File: src/rtl/spi_front_pkg.sv
package spi_front_pkg;

  // Strobes from the edge/count control to the shifting datapath
  typedef struct packed {
    logic active;    // frame open and block enabled
    logic load;      // fetch queue head into transmit shifter
    logic shiftTx;   // advance transmit shifter
    logic shiftRx;   // capture one receive bit
    logic firstBit;  // capture of bit 0 of a word
    logic wordEnd;   // capture of the last bit of a word
  } frontCtl_t;

  localparam int MIN_LEN_CODE = 3;

endpackage

File: src/rtl/spiTxQueue.sv
module spiTxQueue #(
  parameter int W     = 16,
  parameter int DEPTH = 8
) (
  input  logic         clk,
  input  logic         rstN,
  input  logic         push,
  input  logic [W-1:0] pushData,
  input  logic         pop,
  output logic [W-1:0] head,
  output logic         empty
);
  localparam int AW = (DEPTH > 1) ? $clog2(DEPTH) : 1;
  localparam int CW = $clog2(DEPTH + 1);

  logic [W-1:0]  store [DEPTH];
  logic [AW-1:0] rdPtr, wrPtr;
  logic [CW-1:0] count;
  logic          full, doPush, doPop;

  assign empty  = (count == '0);
  assign full   = (count == CW'(DEPTH));
  assign doPush = push && !full;
  assign doPop  = pop && !empty;
  assign head   = store[rdPtr];

  function automatic logic [AW-1:0] nextPtr(input logic [AW-1:0] p);
    return (p == AW'(DEPTH - 1)) ? '0 : p + 1'b1;
  endfunction

  always_ff @(posedge clk or negedge rstN) begin
    if (!rstN) begin
      rdPtr <= '0;
      wrPtr <= '0;
      count <= '0;
    end else begin
      if (doPush) wrPtr <= nextPtr(wrPtr);
      if (doPop)  rdPtr <= nextPtr(rdPtr);
      if (doPush && !doPop)      count <= count + 1'b1;
      else if (doPop && !doPush) count <= count - 1'b1;
    end
  end

  always_ff @(posedge clk) begin
    if (doPush) store[wrPtr] <= pushData;
  end

  // occupancy bounded and full pushes dropped
  a_r7_count_bound: assert property (@(posedge clk) disable iff (!rstN)
    count <= CW'(DEPTH));
  a_r7_full_push_dropped: assert property (@(posedge clk) disable iff (!rstN)
    (full && push && !pop) |=> (count == CW'(DEPTH)));

endmodule

File: src/rtl/spiFrontCtl.sv
module spiFrontCtl
  import spi_front_pkg::*;
#(
  parameter int LEN_W = 4
) (
  input  logic             clk,
  input  logic             rstN,
  input  logic             enable,
  input  logic [LEN_W-1:0] lenCode,
  input  logic             sclk,
  input  logic             csN,
  output frontCtl_t        ctl,
  output logic [LEN_W-1:0] lenEff
);
  // three flops each: two to synchronize, one to delay for edge compare
  logic [2:0] sclkPipe, csPipe;
  logic       activeQ, pending;
  logic [LEN_W-1:0] bitCnt;
  logic       active, rise, fall, lastBit;

  always_ff @(posedge clk or negedge rstN) begin
    if (!rstN) begin
      sclkPipe <= '0;
      csPipe   <= '1;
    end else begin
      sclkPipe <= {sclkPipe[1:0], sclk};
      csPipe   <= {csPipe[1:0], csN};
    end
  end

  assign lenEff  = (lenCode < LEN_W'(MIN_LEN_CODE)) ? LEN_W'(MIN_LEN_CODE) : lenCode;
  assign active  = enable && !csPipe[1];
  assign rise    = active &&  sclkPipe[1] && !sclkPipe[2];
  assign fall    = active && !sclkPipe[1] &&  sclkPipe[2];
  assign lastBit = (bitCnt == lenEff);

  always_comb begin
    ctl          = '0;
    ctl.active   = active;
    ctl.load     = (active && !activeQ) || (fall && pending);
    ctl.shiftTx  = fall && !pending && (bitCnt != '0);
    ctl.shiftRx  = rise;
    ctl.firstBit = rise && (bitCnt == '0);
    ctl.wordEnd  = rise && lastBit;
  end

  always_ff @(posedge clk or negedge rstN) begin
    if (!rstN) begin
      activeQ <= 1'b0;
      pending <= 1'b0;
      bitCnt  <= '0;
    end else begin
      activeQ <= active;
      if (!active) begin
        bitCnt  <= '0;
        pending <= 1'b0;
      end else begin
        if (rise) bitCnt <= lastBit ? '0 : bitCnt + 1'b1;
        if (rise && lastBit)     pending <= 1'b1;
        else if (fall && pending) pending <= 1'b0;
      end
    end
  end

  // counter cleared whenever the frame is closed
  a_r6_idle_clears_count: assert property (@(posedge clk) disable iff (!rstN)
    !active |=> (bitCnt == '0));
  // counter never passes the configured length
  a_r3_count_in_range: assert property (@(posedge clk) disable iff (!rstN)
    $stable(lenCode) |-> (bitCnt <= lenEff));

endmodule

File: src/rtl/spiFrontDp.sv
module spiFrontDp
  import spi_front_pkg::*;
#(
  parameter int W     = 16,
  parameter int LEN_W = 4
) (
  input  logic             clk,
  input  logic             rstN,
  input  frontCtl_t        ctl,
  input  logic [LEN_W-1:0] lenEff,
  input  logic             mosi,
  input  logic [W-1:0]     qHead,
  input  logic             qEmpty,
  output logic             qPop,
  output logic             miso,
  output logic             misoOe,
  output logic             rxValid,
  output logic [W-1:0]     rxWord,
  output logic             underrun
);
  logic [1:0]     mosiSync;
  logic [W-1:0]   rxShift, rxNext, txShift, rxMask;
  logic [W:0]     maskWide;
  logic [LEN_W:0] nBits;
  logic           fromQueue;

  assign nBits    = {1'b0, lenEff} + 1'b1;
  assign maskWide = ((W+1)'(1) << nBits) - (W+1)'(1);
  assign rxMask   = maskWide[W-1:0];
  assign rxNext   = {rxShift[W-2:0], mosiSync[1]};

  assign qPop   = ctl.firstBit && fromQueue;
  assign misoOe = ctl.active;
  assign miso   = ctl.active && txShift[lenEff];

  always_ff @(posedge clk or negedge rstN) begin
    if (!rstN) begin
      mosiSync  <= '0;
      rxShift   <= '0;
      rxWord    <= '0;
      rxValid   <= 1'b0;
      txShift   <= '0;
      fromQueue <= 1'b0;
      underrun  <= 1'b0;
    end else begin
      mosiSync <= {mosiSync[0], mosi};
      rxValid  <= ctl.wordEnd;
      underrun <= ctl.firstBit && !fromQueue;
      if (ctl.shiftRx) rxShift <= rxNext;
      if (ctl.wordEnd) rxWord  <= rxNext & rxMask;
      if (!ctl.active) begin
        txShift   <= '0;
        fromQueue <= 1'b0;
      end else if (ctl.load) begin
        txShift   <= qEmpty ? '0 : qHead;
        fromQueue <= !qEmpty;
      end else if (ctl.shiftTx) begin
        txShift   <= {txShift[W-2:0], 1'b0};
      end
    end
  end

  // receive strobe lasts one cycle
  a_r5_valid_single: assert property (@(posedge clk) disable iff (!rstN)
    rxValid |=> !rxValid);
  // underrun strobe lasts one cycle
  a_r8_underrun_single: assert property (@(posedge clk) disable iff (!rstN)
    underrun |=> !underrun);

endmodule

File: src/rtl/spiSlaveFront.sv
module spiSlaveFront
  import spi_front_pkg::*;
#(
  parameter int DATA_W = 16,
  parameter int DEPTH  = 8
) (
  input  logic                       clk,
  input  logic                       rstN,
  input  logic                       enable,
  input  logic [$clog2(DATA_W)-1:0]  lenCode,
  input  logic                       txPush,
  input  logic [DATA_W-1:0]          txData,
  input  logic                       sclk,
  input  logic                       csN,
  input  logic                       mosi,
  output logic                       miso,
  output logic                       misoOe,
  output logic                       rxValid,
  output logic [DATA_W-1:0]          rxWord,
  output logic                       underrun
);
  localparam int LEN_W = $clog2(DATA_W);

  frontCtl_t         ctl;
  logic [LEN_W-1:0]  lenEff;
  logic [DATA_W-1:0] qHead;
  logic              qEmpty, qPop;

  spiFrontCtl #(.LEN_W(LEN_W)) uCtl (
    .clk(clk), .rstN(rstN), .enable(enable), .lenCode(lenCode),
    .sclk(sclk), .csN(csN), .ctl(ctl), .lenEff(lenEff)
  );

  spiTxQueue #(.W(DATA_W), .DEPTH(DEPTH)) uQueue (
    .clk(clk), .rstN(rstN), .push(txPush), .pushData(txData),
    .pop(qPop), .head(qHead), .empty(qEmpty)
  );

  spiFrontDp #(.W(DATA_W), .LEN_W(LEN_W)) uDp (
    .clk(clk), .rstN(rstN), .ctl(ctl), .lenEff(lenEff), .mosi(mosi),
    .qHead(qHead), .qEmpty(qEmpty), .qPop(qPop), .miso(miso),
    .misoOe(misoOe), .rxValid(rxValid), .rxWord(rxWord), .underrun(underrun)
  );

  // disabled block never reports a word
  a_r9_disabled_silent: assert property (@(posedge clk) disable iff (!rstN)
    !enable |=> !rxValid);

endmodule

File: config.mk
export PLATFORM = sky130hd
export DESIGN_NAME = spiSlaveFront
export DESIGN_NICKNAME = d
export VERILOG_FILES = /design/src/rtl/spi_front_pkg.sv /design/src/rtl/spiTxQueue.sv /design/src/rtl/spiFrontCtl.sv /design/src/rtl/spiFrontDp.sv /design/src/rtl/spiSlaveFront.sv
export SDC_FILE = /design/constraint.sdc
export NUM_CORES = 1
export LEC_CHECK = 0
export CORE_ASPECT_RATIO = 1.4
export CORE_MARGIN = 3
export CORE_UTILIZATION = 35
export DETAILED_ROUTE_END_ITERATION = 7
export PLACE_DENSITY = 0.58
export SLEW_MARGIN = 30
export SYNTH_ARGS = -nofsm -noshare
export SYNTH_HDL_FRONTEND = slang
export SYNTH_SLANG_ARGS = --single-unit
export TNS_END_PERCENT = 30
File: constraint.sdc
create_clock -name clk -period 3.4 [get_ports clk]
set_input_delay 0.85 -clock clk [delete_from_list [all_inputs] [get_ports clk]]
set_output_delay 0.85 -clock clk [all_outputs]
set_load 0.01 [all_outputs]
Yosys cells after proc, flatten, opt, wreduce, memory -nomap -nowiden
Memories as Yosys holds them, arrays and structs flattened.
Cells that the tools add are included.
{"block": "totals", "out_inout_bits": 20, "mem_bits_rw": 128, "word_cells": 89, "ff_bits": 73, "n_memories": 1, "input_bits": 27}
{"block": "classes", "n_eq_ne": 8, "bitwise_logic": 1, "reduce_logical": 33, "n_shift": 1, "muxes": 21, "order_cmp": 2, "add_sub_neg": 7}
{"memory": "uQueue.store", "words": 8, "width": 16, "read_ports": 1, "rd_ports_with_merged_regs": 0, "write_ports": 1, "line": "spiTxQueue.sv:16", "rtl": "logic [W-1:0] store [DEPTH];"}
{"op": "2-to-1 mux 16 bit", "count": 4}
{"op": "2-to-1 mux 4 bit", "count": 6}
{"op": "logical AND 1 bit", "count": 18}
{"op": "bitwise AND 16 bit", "count": 1}
{"op": "left shift 1 x 5 -> 16 bit, first input constant", "count": 1}
{"op": "subtractor 16 x 2 -> 16 bit, second input constant", "count": 1}
{"op": "logical NOT 1 bit", "count": 10}
{"op": "adder 4 x 1 -> 4 bit, second input constant", "count": 2}
{"op": "logical NOT 4 bit", "count": 2}
{"op": "2-to-1 mux 1 bit", "count": 8}
{"op": "adder 3 x 1 -> 3 bit, second input constant", "count": 2}
{"op": "== test 3 bit, second input constant", "count": 2}
{"op": "2-to-1 mux 3 bit", "count": 2}
{"op": "adder 4 x 1 -> 5 bit, second input constant", "count": 1}
{"op": "less-than comparator 4 x 5 -> 1 bit, second input constant", "count": 1}
{"op": "binary-select mux 1 bit (select 4 bit)", "count": 1}
{"op": "== test 4 bit", "count": 1}
{"op": "== test 4 bit, second input constant", "count": 1}
{"op": "less-than comparator 4 x 2 -> 1 bit, second input constant", "count": 1}
{"op": "!= test 2 bit, second input constant", "count": 2}
{"op": "nonzero test 4 bit", "count": 1}
{"op": "subtractor 4 x 1 -> 4 bit, second input constant", "count": 1}
{"op": "!= test 3 x 2 -> 1 bit, second input constant", "count": 1}
{"op": "!= test 3 bit, second input constant", "count": 1}
{"op": "2 further kinds", "count": 2}

Depth between registers and ports, before layout
Gate-level depths: netlist of run 1.
{"block": "logic_depth", "ltp_word": 10, "depth_mapped": 11, "depth_no_buf": 11}

By module
Synthesis of run 1 repeated with hierarchy kept, for this count alone.
{"block": "unflattened", "hier_cells": 545, "area_unflattened_um2": 8720.9}
{"mod": "spiTxQueue", "n_inst": 1, "area_per_inst_um2": 5594.1, "seq_area_each_um2": 4093.9, "cells_each": 252}
{"mod": "spiFrontDp", "n_inst": 1, "area_per_inst_um2": 2498.6, "seq_area_each_um2": 1301.2, "cells_each": 231}
{"mod": "spiFrontCtl", "n_inst": 1, "area_per_inst_um2": 628.1, "seq_area_each_um2": 277.8, "cells_each": 62}

Worst setup path before layout of run 1
No wires, ideal clock.
{"block": "synth_timing", "path_kind": "input-to-reg", "startpoint": "input enable", "endpoint": "register uQueue.count[3]", "t_arrival_ns": 2.840, "setup_ns": 0.080, "cell_stages": 10, "path_buffers": 0, "t_required_ns": 3.320, "slack_ns": 0.480, "path_cell_list": "nand2b_1 > nor2_1 > nand4_1 > ha_1 > inv_1 > ha_1 > a21o_1 > a21oi_1 > mux2i_1 > xnor2_1"}
{"block": "synth_via", "elab_chain_cells": 9, "elab_cells_between_ends": 11, "classes_between": "1 x mux; 10 x reduce/logical"}
{"element": "start: declaration", "line": "spiSlaveFront.sv:9", "rtl": "input logic enable,"}
{"element": "logical AND 1 bit *", "line": "spiFrontCtl.sv:32", "rtl": "assign active = enable && !csPipe[1];"}
{"element": "logical AND 1 bit * (2 in a row)", "line": "spiFrontCtl.sv:33", "rtl": "assign rise = active && sclkPipe[1] && !sclkPipe[2];"}
{"element": "logical AND 1 bit *", "line": "spiFrontCtl.sv:43", "rtl": "ctl.firstBit = rise && (bitCnt == '0);"}
{"element": "logical AND 1 bit *", "line": "spiFrontDp.sv:32", "rtl": "assign qPop = ctl.firstBit && fromQueue;"}
{"element": "logical AND 1 bit *", "line": "spiTxQueue.sv:24", "rtl": "assign doPop = pop && !empty;"}
{"element": "logical NOT 1 bit", "line": "spiTxQueue.sv:39", "rtl": "if (doPush && !doPop) count <= count + 1'b1;"}
{"element": "logical AND 1 bit", "line": "spiTxQueue.sv:39"}
{"element": "2-to-1 mux 4 bit or nonzero test 2 bit (tied branches)"}
{"element": "end signal: assignment", "line": "spiTxQueue.sv:39"}
{"element": "end signal: assignment", "line": "spiTxQueue.sv:40", "rtl": "else if (doPop && !doPush) count <= count - 1'b1;"}
{"element": "end: declaration", "line": "spiTxQueue.sv:18", "rtl": "logic [CW-1:0] count;"}
Mark *: on every way between the ends. The rest lies on a longest branch, timed or not.
A chain may end at the register's enable or synchronous reset.

Worst setup path after layout of run 1
{"block": "layout_timing", "startpoint": "input lenCode[2]", "endpoint": "output miso"}
{"block": "layout_via", "elab_chain_cells": 5}
{"element": "start: declaration", "line": "spiSlaveFront.sv:10", "rtl": "input logic [$clog2(DATA_W)-1:0] lenCode,"}
{"element": "less-than comparator 4 x 2 -> 1 bit", "line": "spiFrontCtl.sv:31", "rtl": "assign lenEff = (lenCode < LEN_W'(MIN_LEN_CODE)) ? LEN_W'(MIN_LEN_CODE) : lenCode;"}
{"element": "2-to-1 mux 4 bit *", "line": "spiFrontCtl.sv:31"}
{"element": "binary-select mux 1 bit (select 4 bit) *", "line": "spiFrontDp.sv:34", "rtl": "assign miso = ctl.active && txShift[lenEff];"}
{"element": "2-to-1 mux 1 bit (not written as such) *", "line": "spiFrontDp.sv:34"}
{"element": "logical AND 1 bit *", "line": "spiFrontDp.sv:34"}
{"element": "end: declaration", "line": "spiSlaveFront.sv:16", "rtl": "output logic miso,"}
Mark *: on every way between the ends. The rest lies on a longest branch, timed or not. The select of a mux whose other input is x is not followed.

==> reports/results.tsv, run 1 <==
metric	value	unit
final_cell_mix	edfxtp_1 (128), dfrtp_1 (70), clkdlybuf4s50_1 (42), mux4_2 (34), nor2_1 (32)	
crit_family	buffers and inverters	
synth.cell_area	0.008299	mm²
slowest_delay	480	ps
min_path_cells	0	
ys_seq_area_share	68.36	%
drive_gt1_share	24.60	%
row_count	66	
root_buffer	clkbuf_16	
crit_path_start_kind	input pin	
synth_area_leader_cell	edfxtp_1	
final-hold-violation-count	0	
wl_per_cell	18.14	µm
start_util	35.64	%
critPathMaxFanout	16	
rsz0062_at_grt	no	
dieWidth	136.1	µm
htreeDepth	1	
r2r_cells	9	
endpoint_kind	primary output	
final_area	0.009897	mm²
ctsHoldBuffers	0	
crit_required	2550	ps
drtPass1Iterations	4	
grt_usage	12.63	%
final_common_cell	edfxtp_1	
antenna_cells	0	
fmax	309.7	MHz
drtIter0Drc	275	
yosysTopAreaCellShare	46.31	%
ys_types	55	
min_period	3229	ps
cts_tree	yes	
worstSetupPathType	input pin to primary output	
hp-class	register to register	
grt_start_max_net_pins	74	
yosys_warnings	0	
status	complete, no violations	
wl	15880	µm
async_flop_share	36.32	%
gp_congestion	0.8159	
cts_buffer_depth	3	
cts_setup_buffers	0	
slew_headroom	50.56	%
syn2layout_area_growth	19.25	%
skew	16.17	ps
antenna_left	0	
ys.flop_type	edfxtp_1	
nets	592	
synth_edf_count	128	
cts_buffers	21	
worst-path-stages	6	
path_buf_inv	3	
arrival	2380	ps
core_area	0.02329	mm²
grt_first_pass_wirelength	25480	µm
placed_area	0.009230	mm²
max_slew.worst_pin.slew	732.0	ps
antenna_found_initial	0	
vias	4309	
dp.final_hpwl	10200	µm
clkSinkCount	201	
leakage	3.600	nW
setup_tns	0	ps
maxCapViolCount	0	
io-pin-count	47	
rrSetupSlack	560	ps
crit_slowest_cell	clkdlybuf4s50_1	
ir_worst_vdd	0.0003878	V
multi_input_area	0.002465	mm²
min_period_over_period	94.98	%
post_synth.cell_area_avg	17.18	µm²
die_area	0.02562	mm²
finalSetupViolCount	0	
drv_slew	0	
n_fill_cell	2101	
drc_errors	0	
crit_chain	clkdlybuf4s50_1, buf_4, mux2_2, o21ai_1, a31oi_1, dlygate4sd2_1	
io_buffers	46	
clkLatencyLatePin	500	ps
globalRouteOverflowTotal	0	
syn_inst	483	
ys_seq_elements	201	
holdWs	346.0	ps
first_global_vias	4683	
power_density	656.9	mW/mm²
viasPerCell	4.925	
fp.dieH	188.2	µm
seqCellArea	0.005674	mm²
path_clk_slew	60	ps
synthTopCellsByArea	edfxtp_1 (46%), dfrtp_1 (21%), mux4_2 (9.2%)	
power breakdown:
part	switching, mW	internal (mW)	leakage (nW)
clock	0.913	1.29	0.321
combinational	0.609	0.589	1.17
sequential	0.156	2.94	2.11
synthesized netlist by cell type (all sizes together), types with 2 or more instances:
| library cell | number |
|---|---|
| mux2 | 32 |
| and2 | 2 |
| xnor2 | 7 |
| a31oi | 3 |
| nor2 | 32 |
| dfrtp | 71 |
| a221o | 15 |
| a211oi | 4 |
| buf | 14 |
| mux4 | 34 |
| inv | 12 |
| and3 | 3 |
| o21ai | 14 |
| nand4 | 3 |
| ha | 10 |
| edfxtp | 128 |
| clkbuf | 9 |
| nor2b | 5 |
| dfstp | 2 |
| o21bai | 2 |
| nand2b | 8 |
| nor3 | 6 |
| a21oi | 3 |
| nand2 | 19 |
| nand3 | 4 |
| mux2i | 21 |
cells by family after synthesis:
logic type	after synthesis	synth area share [%]
compound gates	54	5.292
xor+xnor	7	0.9649
fa+ha+maj	11	1.749
buf+inv	35	2.111
flops	201	68.36
mux	87	16.33
other cells	1	0.04519
simple gates	87	5.156
layout make-up:
| cell class | instances | area share (%) |
|---|---|---|
| Tap cell | 306 | 3.869 |
| Timing Repair Buffer | 70 | 6.700 |
| Clock inverter | 14 | 1.315 |
| Sequential cell | 201 | 57.33 |
| Clock buffer | 24 | 5.424 |
| Multi-Input combinational cell | 248 | 24.91 |
| Inverter | 12 | 0.4551 |
worst register-to-register path, stage by stage, from the launching register on:
cell and delay [ps]:
dfrtp_1 460, o41ai_1 730, inv_1 220, ha_1 250
inv_1 140, ha_1 260, a21o_1 160, a21oi_1 170
mux2i_1 240, xnor2_1 130
metrics by stage:
step / setup slack (ps) / util [%] / total power, mW / cells
global route: 80.98 / 42.50 / 6.832 / 875
detailed placement: -329.8 / 39.64 / 4.386 / 837
CTS: 155.2 / 42.48 / 6.615 / 875
finish: 170.6 / 42.50 / 6.501 / 875
global placement: -323.1 / 39.64 / 4.341 / 837
floorplan: 480.2 / - / 3.964 / 484
state kept, by name, indices dropped and copies added (netlist names), 2 cells and up:
| register | count |
|---|---|
| uCtl.bitCnt | 4 |
| uCtl.csPipe | 2 |
| uCtl.sclkPipe | 3 |
| uDp.mosiSync | 2 |
| uDp.rxShift | 15 |
| uDp.rxWord | 16 |
| uDp.txShift | 16 |
| uQueue.count | 4 |
| uQueue.rdPtr | 3 |
| uQueue.store | 128 |
| uQueue.wrPtr | 3 |
what timing repair did:
action | 4_1_cts | 5_1_grt
gates resized for setup | 4 | 0
endpoints found under the hold margin | 0 | 0
setup endpoints to repair | 1 | 0
path summary, 6_finish.rpt:
path	startpoint	endpoint
worst max-delay path	lenCode[2]	miso
worst min-delay path	uDp.mosiSync[0]	uDp.mosiSync[1]
worst max register to register	uQueue.count[0]	uQueue.count[3]
worst min register to register	uDp.mosiSync[0]	uDp.mosiSync[1]
max in group asynchronous	rstN	uQueue.rdPtr[0]
min in group asynchronous	rstN	uDp.rxWord[1]
layer usage:
metal / global-route usage (%) / share of wire (%) / vias to the layer above
li1: - / - / 2021
met1: 14.62 / 39 / 2183
met2: 23.46 / 54 / 80
met3: 2.431 / 4.4 / 25
met4: 3.569 / 1.9 / 0
met5: 0 / 0 / -
(Power assumes the default switching activity.)
==> run 2: changes to the inputs <==
Settings changed: GPL_TIMING_DRIVEN set to 0.
==> reports/results.tsv, run 2 (synthesis gave the netlist of run 1 again) <==
metric	value	unit	change
status	complete, no violations		unchanged
place_ws	-574.4	ps	was -329.8 ps
fmax	300.3	MHz	was 309.7 MHz
swShare	26.15	%	was 25.81%
p_seq_share	48.3	%	was 47.6%
cts_buffers	21		unchanged
antenna_cells	0		unchanged
internal-power	4.737	mW	was 4.823 mW
nets	593		was 592
io_buffers	43		was 46
ir_worst_vdd	0.0003322	V	was 0.0003878 V
max_slew.worst_pin.slew	774.1	ps	was 732.0 ps
wl_per_cell	18.51	µm	was 18.14 µm
placed_area	0.009219	mm²	was 0.009230 mm²
dieWidth	136.1	µm	unchanged
start_util	35.64	%	unchanged
core_area	0.02329	mm²	unchanged
grt_first_pass_wirelength	26270	µm	was 25,480 µm
maxCapViolCount	0		unchanged
cts_buffer_depth	3		unchanged
final_common_cell	edfxtp_1		unchanged
arrival	2480	ps	was 2380 ps
drtIter0Drc	219		was 275
power_density	651.5	mW/mm²	was 656.9 mW/mm²
largest_reg_flops	128		unchanged
slew_headroom	47.72	%	was 50.56%
final_cell_mix	edfxtp_1 (128), dfrtp_1 (71), clkdlybuf4s50_1 (40), mux4_2 (34), mux2_2 (27)		was edfxtp_1 (128), dfrtp_1 (70), clkdlybuf4s50_1 (42), mux4_2 (34), nor2_1 (32)
globalRouteOverflowTotal	0		unchanged
regMostFlops	uQueue.store		unchanged
grt_usage	13.07	%	was 12.63%
crit_required	2550	ps	about the same
syn2layout_area_growth	18.63	%	was 19.25%
clkLatencyLatePin	480	ps	was 500 ps
cts_setup_buffers	0		unchanged
worstSetupPathType	input pin to primary output		unchanged
row_count	66		unchanged
root_buffer	clkbuf_16		unchanged
reg.largest.list	uQueue.store (128), uDp.rxWord (16), uDp.txShift (16)		unchanged
power_frac_comb	19.3	%	was 18.4%
antenna_left	0		unchanged
drive_gt1_share	23.20	%	was 24.60%
die_area	0.02562	mm²	unchanged
finalSetupViolCount	0		unchanged
wl	16190	µm	was 15,880 µm
leakage	3.542	nW	was 3.600 nW
ctsHoldBuffers	0		unchanged
min_period_over_period	97.94	%	was 94.98%
postLayoutSetupSlackWorst	70.12	ps	was 170.6 ps
clkPwrFrac	32.4	%	was 33.9%
final_area	0.009846	mm²	was 0.009897 mm²
drtPass1Iterations	4		unchanged
io-pin-count	47		unchanged
antenna_found_initial	0		unchanged
path_clk_slew	50	ps	was 60 ps
skew	10.69	ps	was 16.17 ps
grt_start_max_net_pins	44		was 74
power.switching	1.677	mW	was 1.678 mW
rsz0062_at_grt	no		unchanged
drv_slew	0		unchanged
vias	4352		was 4,309
fp.dieH	188.2	µm	unchanged
first_global_vias	4758		was 4,683
drc_errors	0		unchanged
dp.final_hpwl	11210	µm	was 10,200 µm
critPathMaxFanout	3		was 16
endpoint_kind	primary output		unchanged
min_period	3330	ps	was 3229 ps
crit_path_start_kind	input pin		unchanged
gp_congestion	0.8205		was 0.8159
viasPerCell	4.974		was 4.925
clkSinkCount	201		unchanged
htreeDepth	1		unchanged
hp-class	input pin to async pin		was register to register
cts_tree	yes		unchanged
final-hold-violation-count	0		unchanged
## run 2: power by group through the flow
stage               sequential [mW]  clock, mW  combinational (mW)
floorplan                      3.09          0               0.872
global placement               3.13          0                1.18
detailed placement             3.15          0                1.28
CTS                            3.10       2.14                1.28
global route                   3.13       2.24                1.38
finish                         3.10       2.08                1.24
## run 2: stage by stage
step / instances / total power, mW / util (%) / hold slack (ps) / setup TNS (ps)
after global routing: 875 / 6.754 / 42.28 / 324.0 / 0
after floorplan: 484 / 3.964 / - / 331.2 / 0
after CTS: 875 / 6.521 / 42.26 / 299.5 / 0
after global placement: 833 / 4.307 / 39.15 / 339.1 / -117500
final: 875 / 6.415 / 42.28 / 300.4 / 0
after detailed placement: 838 / 4.427 / 39.59 / 340.3 / -1621
## run 2: repair_timing
| action | CTS | global route |
|---|---|---|
| endpoints found under the setup margin | 2 | 1 |
| gates resized for setup | 5 | 1 |
| pin swaps | 0 | 0 |
## run 2: worst paths after layout
path,endpoint,cells past startpoint,startpoint,slack (ps)
worst min-delay path,uDp.rxWord[0],1,rstN,300
worst min register to register,uDp.mosiSync[1],0,uDp.mosiSync[0],350
worst max register to register,uQueue.count[3],9,uQueue.count[0],570
min in group clk,uDp.mosiSync[1],0,uDp.mosiSync[0],350
max in group asynchronous,uDp.rxWord[8],2,rstN,2530
worst max-delay path,miso,6,lenCode[0],70
## run 2: routing by layer
metal  wire, µm  track usage [%]
met1       6690            16.38
met2       8521            23.29
met3        615            2.083
met4        365            3.607
met5          0                0
## run 2: final cells by class
cell class	instances	area [µm²]
fillers	2117	13440
flip-flops and latches	201	5673
multi-input cells	248	2517
clock buffers	28	551.8
repair buffers	48	475.5
well taps	306	382.9
plain buffers	23	131.4
clock inverters	9	68.82
inverters	12	45.04
## run 2: worst max-delay path: stages
cell	delay [ps]
dlygate4sd2_1	280
mux4_2	510
mux2_2	270
o21ai_1	160
a31oi_1	80
dlygate4sd2_1	330
==> run 3: changes to the inputs <==
Settings changed: CORE_ASPECT_RATIO 1.4 to 0.8, CORE_MARGIN 3 to 2, PLACE_DENSITY 0.58 to unset, PLACE_DENSITY_LB_ADDON set to 0.15.
==> reports/results.tsv, run 3 (synthesis gave the netlist of run 1 again) <==
metric	value	unit	change
largest_reg_flops	128		unchanged
seqCellArea	0.005673	mm²	unchanged
gp_congestion	0.7257		was 0.8205
p_seq_share	45.7	%	was 48.3%
grt_first_pass_wirelength	27000	µm	was 26,270 µm
grt_usage	14.03	%	was 13.07%
max_slew.worst_pin.slew	766.4	ps	was 774.1 ps
io_buffers	43		unchanged
slew_headroom	48.48	%	was 47.72%
internal-power	4.987	mW	was 4.737 mW
power_frac_comb	18.8	%	was 19.3%
clkPwrFrac	35.4	%	was 32.4%
antenna_found_initial	0		unchanged
final_cell_mix	edfxtp_1 (128), dfrtp_1 (71), clkdlybuf4s50_1 (40), mux4_2 (34), mux2_2 (27)		unchanged
antenna_left	0		unchanged
crit_slowest_cell	mux4_2		unchanged
wl	16950	µm	was 16,190 µm
min_period	3326	ps	was 3330 ps
regMostFlops	uQueue.store		unchanged
postLayoutSetupSlackWorst	73.68	ps	was 70.12 ps
row_count	50		was 66
endpoint_kind	primary output		unchanged
path_clk_slew	60	ps	was 50 ps
power.switching	1.775	mW	was 1.677 mW
dp.final_hpwl	11260	µm	was 11,210 µm
final_area	0.009975	mm²	was 0.009846 mm²
cts_tree	yes		unchanged
crit_family	multiplexers		unchanged
n_fill_cell	2050		was 2,117
crit_path_start_kind	input pin		unchanged
cts_buffers	22		was 21
holdWs	293.4	ps	was 300.4 ps
placed_area	0.009234	mm²	was 0.009219 mm²
cts_setup_buffers	0		unchanged
multi_input_area	0.002512	mm²	was 0.002517 mm²
status	complete, no violations		unchanged
nets	594		was 593
fp.dieH	141.7	µm	was 188.2 µm
cts_buffer_depth	3		unchanged
core_area	0.02333	mm²	was 0.02329 mm²
min_period_over_period	97.83	%	was 97.94%
final_common_cell	edfxtp_1		unchanged
viasPerCell	4.982		was 4.974
fmax	300.6	MHz	was 300.3 MHz
worstSetupPathType	input pin to primary output		unchanged
finalSetupViolCount	0		unchanged
start_util	35.57	%	was 35.64%
wl_per_cell	19.18	µm	was 18.51 µm
arrival	2480	ps	about the same
place_ws	-580.7	ps	was -574.4 ps
path_buf_inv	2		unchanged
crit_chain	clkdlybuf4s15_1, mux4_2, mux2_2, o21ai_0, a31oi_1, dlygate4sd2_1		was dlygate4sd2_1, mux4_2, mux2_2, o21ai_1, a31oi_1, dlygate4sd2_1
power_density	677.9	mW/mm²	was 651.5 mW/mm²
swShare	26.24	%	was 26.15%
clkSinkCount	201		unchanged
drtPass1Iterations	4		unchanged
rsz0062_at_grt	no		unchanged
htreeDepth	1		unchanged
leakage	3.609	nW	was 3.542 nW
antenna_cells	0		unchanged
slowest_delay	510	ps	about the same
vias	4404		was 4,352
grt_start_max_net_pins	42		was 44
drc_errors	0		unchanged
syn2layout_area_growth	20.19	%	was 18.63%
hp-class	input pin to async pin		unchanged
ir_worst_vdd	0.0004025	V	was 0.0003322 V
final-hold-violation-count	0		unchanged
reg.largest.list	uQueue.store (128), uDp.rxWord (16), uDp.txShift (16)		unchanged
first_global_vias	4706		was 4,758
drtIter0Drc	299		was 219
critPathMaxFanout	3		unchanged
clkLatencyLatePin	510	ps	was 480 ps
maxCapViolCount	0		unchanged
io-pin-count	47		unchanged
dieWidth	176.2	µm	was 136.1 µm
post-route-util	42.75	%	was 42.28%
root_buffer	clkbuf_16		unchanged
drive_gt1_share	24.13	%	was 23.20%
die_area	0.02497	mm²	was 0.02562 mm²
skew	25.37	ps	was 10.69 ps
globalRouteOverflowTotal	0		unchanged
drv_slew	0		unchanged
crit_required	2550	ps	about the same
==> run 3: routing by layer <==
layer  global-route usage [%]  vias to the layer above  wire [µm]
li1                         -                     2025          -
met3                    2.144                       21        643
met1                    19.84                     2281       7972
met4                    3.697                        0        351
met2                    22.81                       77       7986
met5                        0                        -          0
==> run 3: power groups by stage <==
stage / Clock [mW] / Sequential [mW] / Combinational [mW]
detailed placement: 0 / 3.14 / 1.32
CTS: 2.46 / 3.09 / 1.32
global placement: 0 / 3.13 / 1.21
floorplan: 0 / 3.09 / 0.872
global route: 2.55 / 3.13 / 1.41
finish: 2.40 / 3.09 / 1.27
==> run 3: through the flow <==
stage / setup TNS (ps) / std cells / total power [mW]
floorplan: 0 / 484 / 3.964
global placement: -122430 / 839 / 4.340
detailed placement: -1516 / 844 / 4.456
CTS: 0 / 884 / 6.866
global route: 0 / 884 / 7.085
finish: 0 / 884 / 6.762
==> run 3: area by class of cell <==
class / count / share of cell area [%]
Inverter: 12 / 0.4516
Clock inverter: 8 / 0.9784
Sequential cell: 201 / 56.87
Multi-Input combinational cell: 248 / 25.19
Buffer: 23 / 1.330
Tap cell: 312 / 3.914
Clock buffer: 32 / 6.410
Timing Repair Buffer: 48 / 4.854
==> run 3: final timing paths <==
kind                                  from              end  slack (ps)  depth (start not counted)
min in group clk           uDp.mosiSync[0]  uDp.mosiSync[1]         350                          0
min                                   rstN  uDp.rxShift[14]         290                          1
max                             lenCode[0]             miso          70                          6
max in group asynchronous             rstN   uCtl.csPipe[1]        2480                          2
min reg2reg                uDp.mosiSync[0]  uDp.mosiSync[1]         350                          0
max reg2reg                uQueue.count[0]  uQueue.count[3]         580                          9
==> run 3: repair_timing <==
action / 4_1_cts / 5_1_grt
endpoints found under the hold margin: 0 / 0
resized for setup: 3 / 4
hold buffers: 0 / 0
endpoints found under the setup margin: 1 / 2
==> run 3: worst register-to-register path, stage by stage (launching register included) <==
cell and delay, ps:
dfrtp_1 460, o41ai_1 740, inv_1 210, ha_1 250
inv_1 130, ha_1 250, a21o_1 150, a21oi_1 170
mux2i_1 240, xnor2_1 130
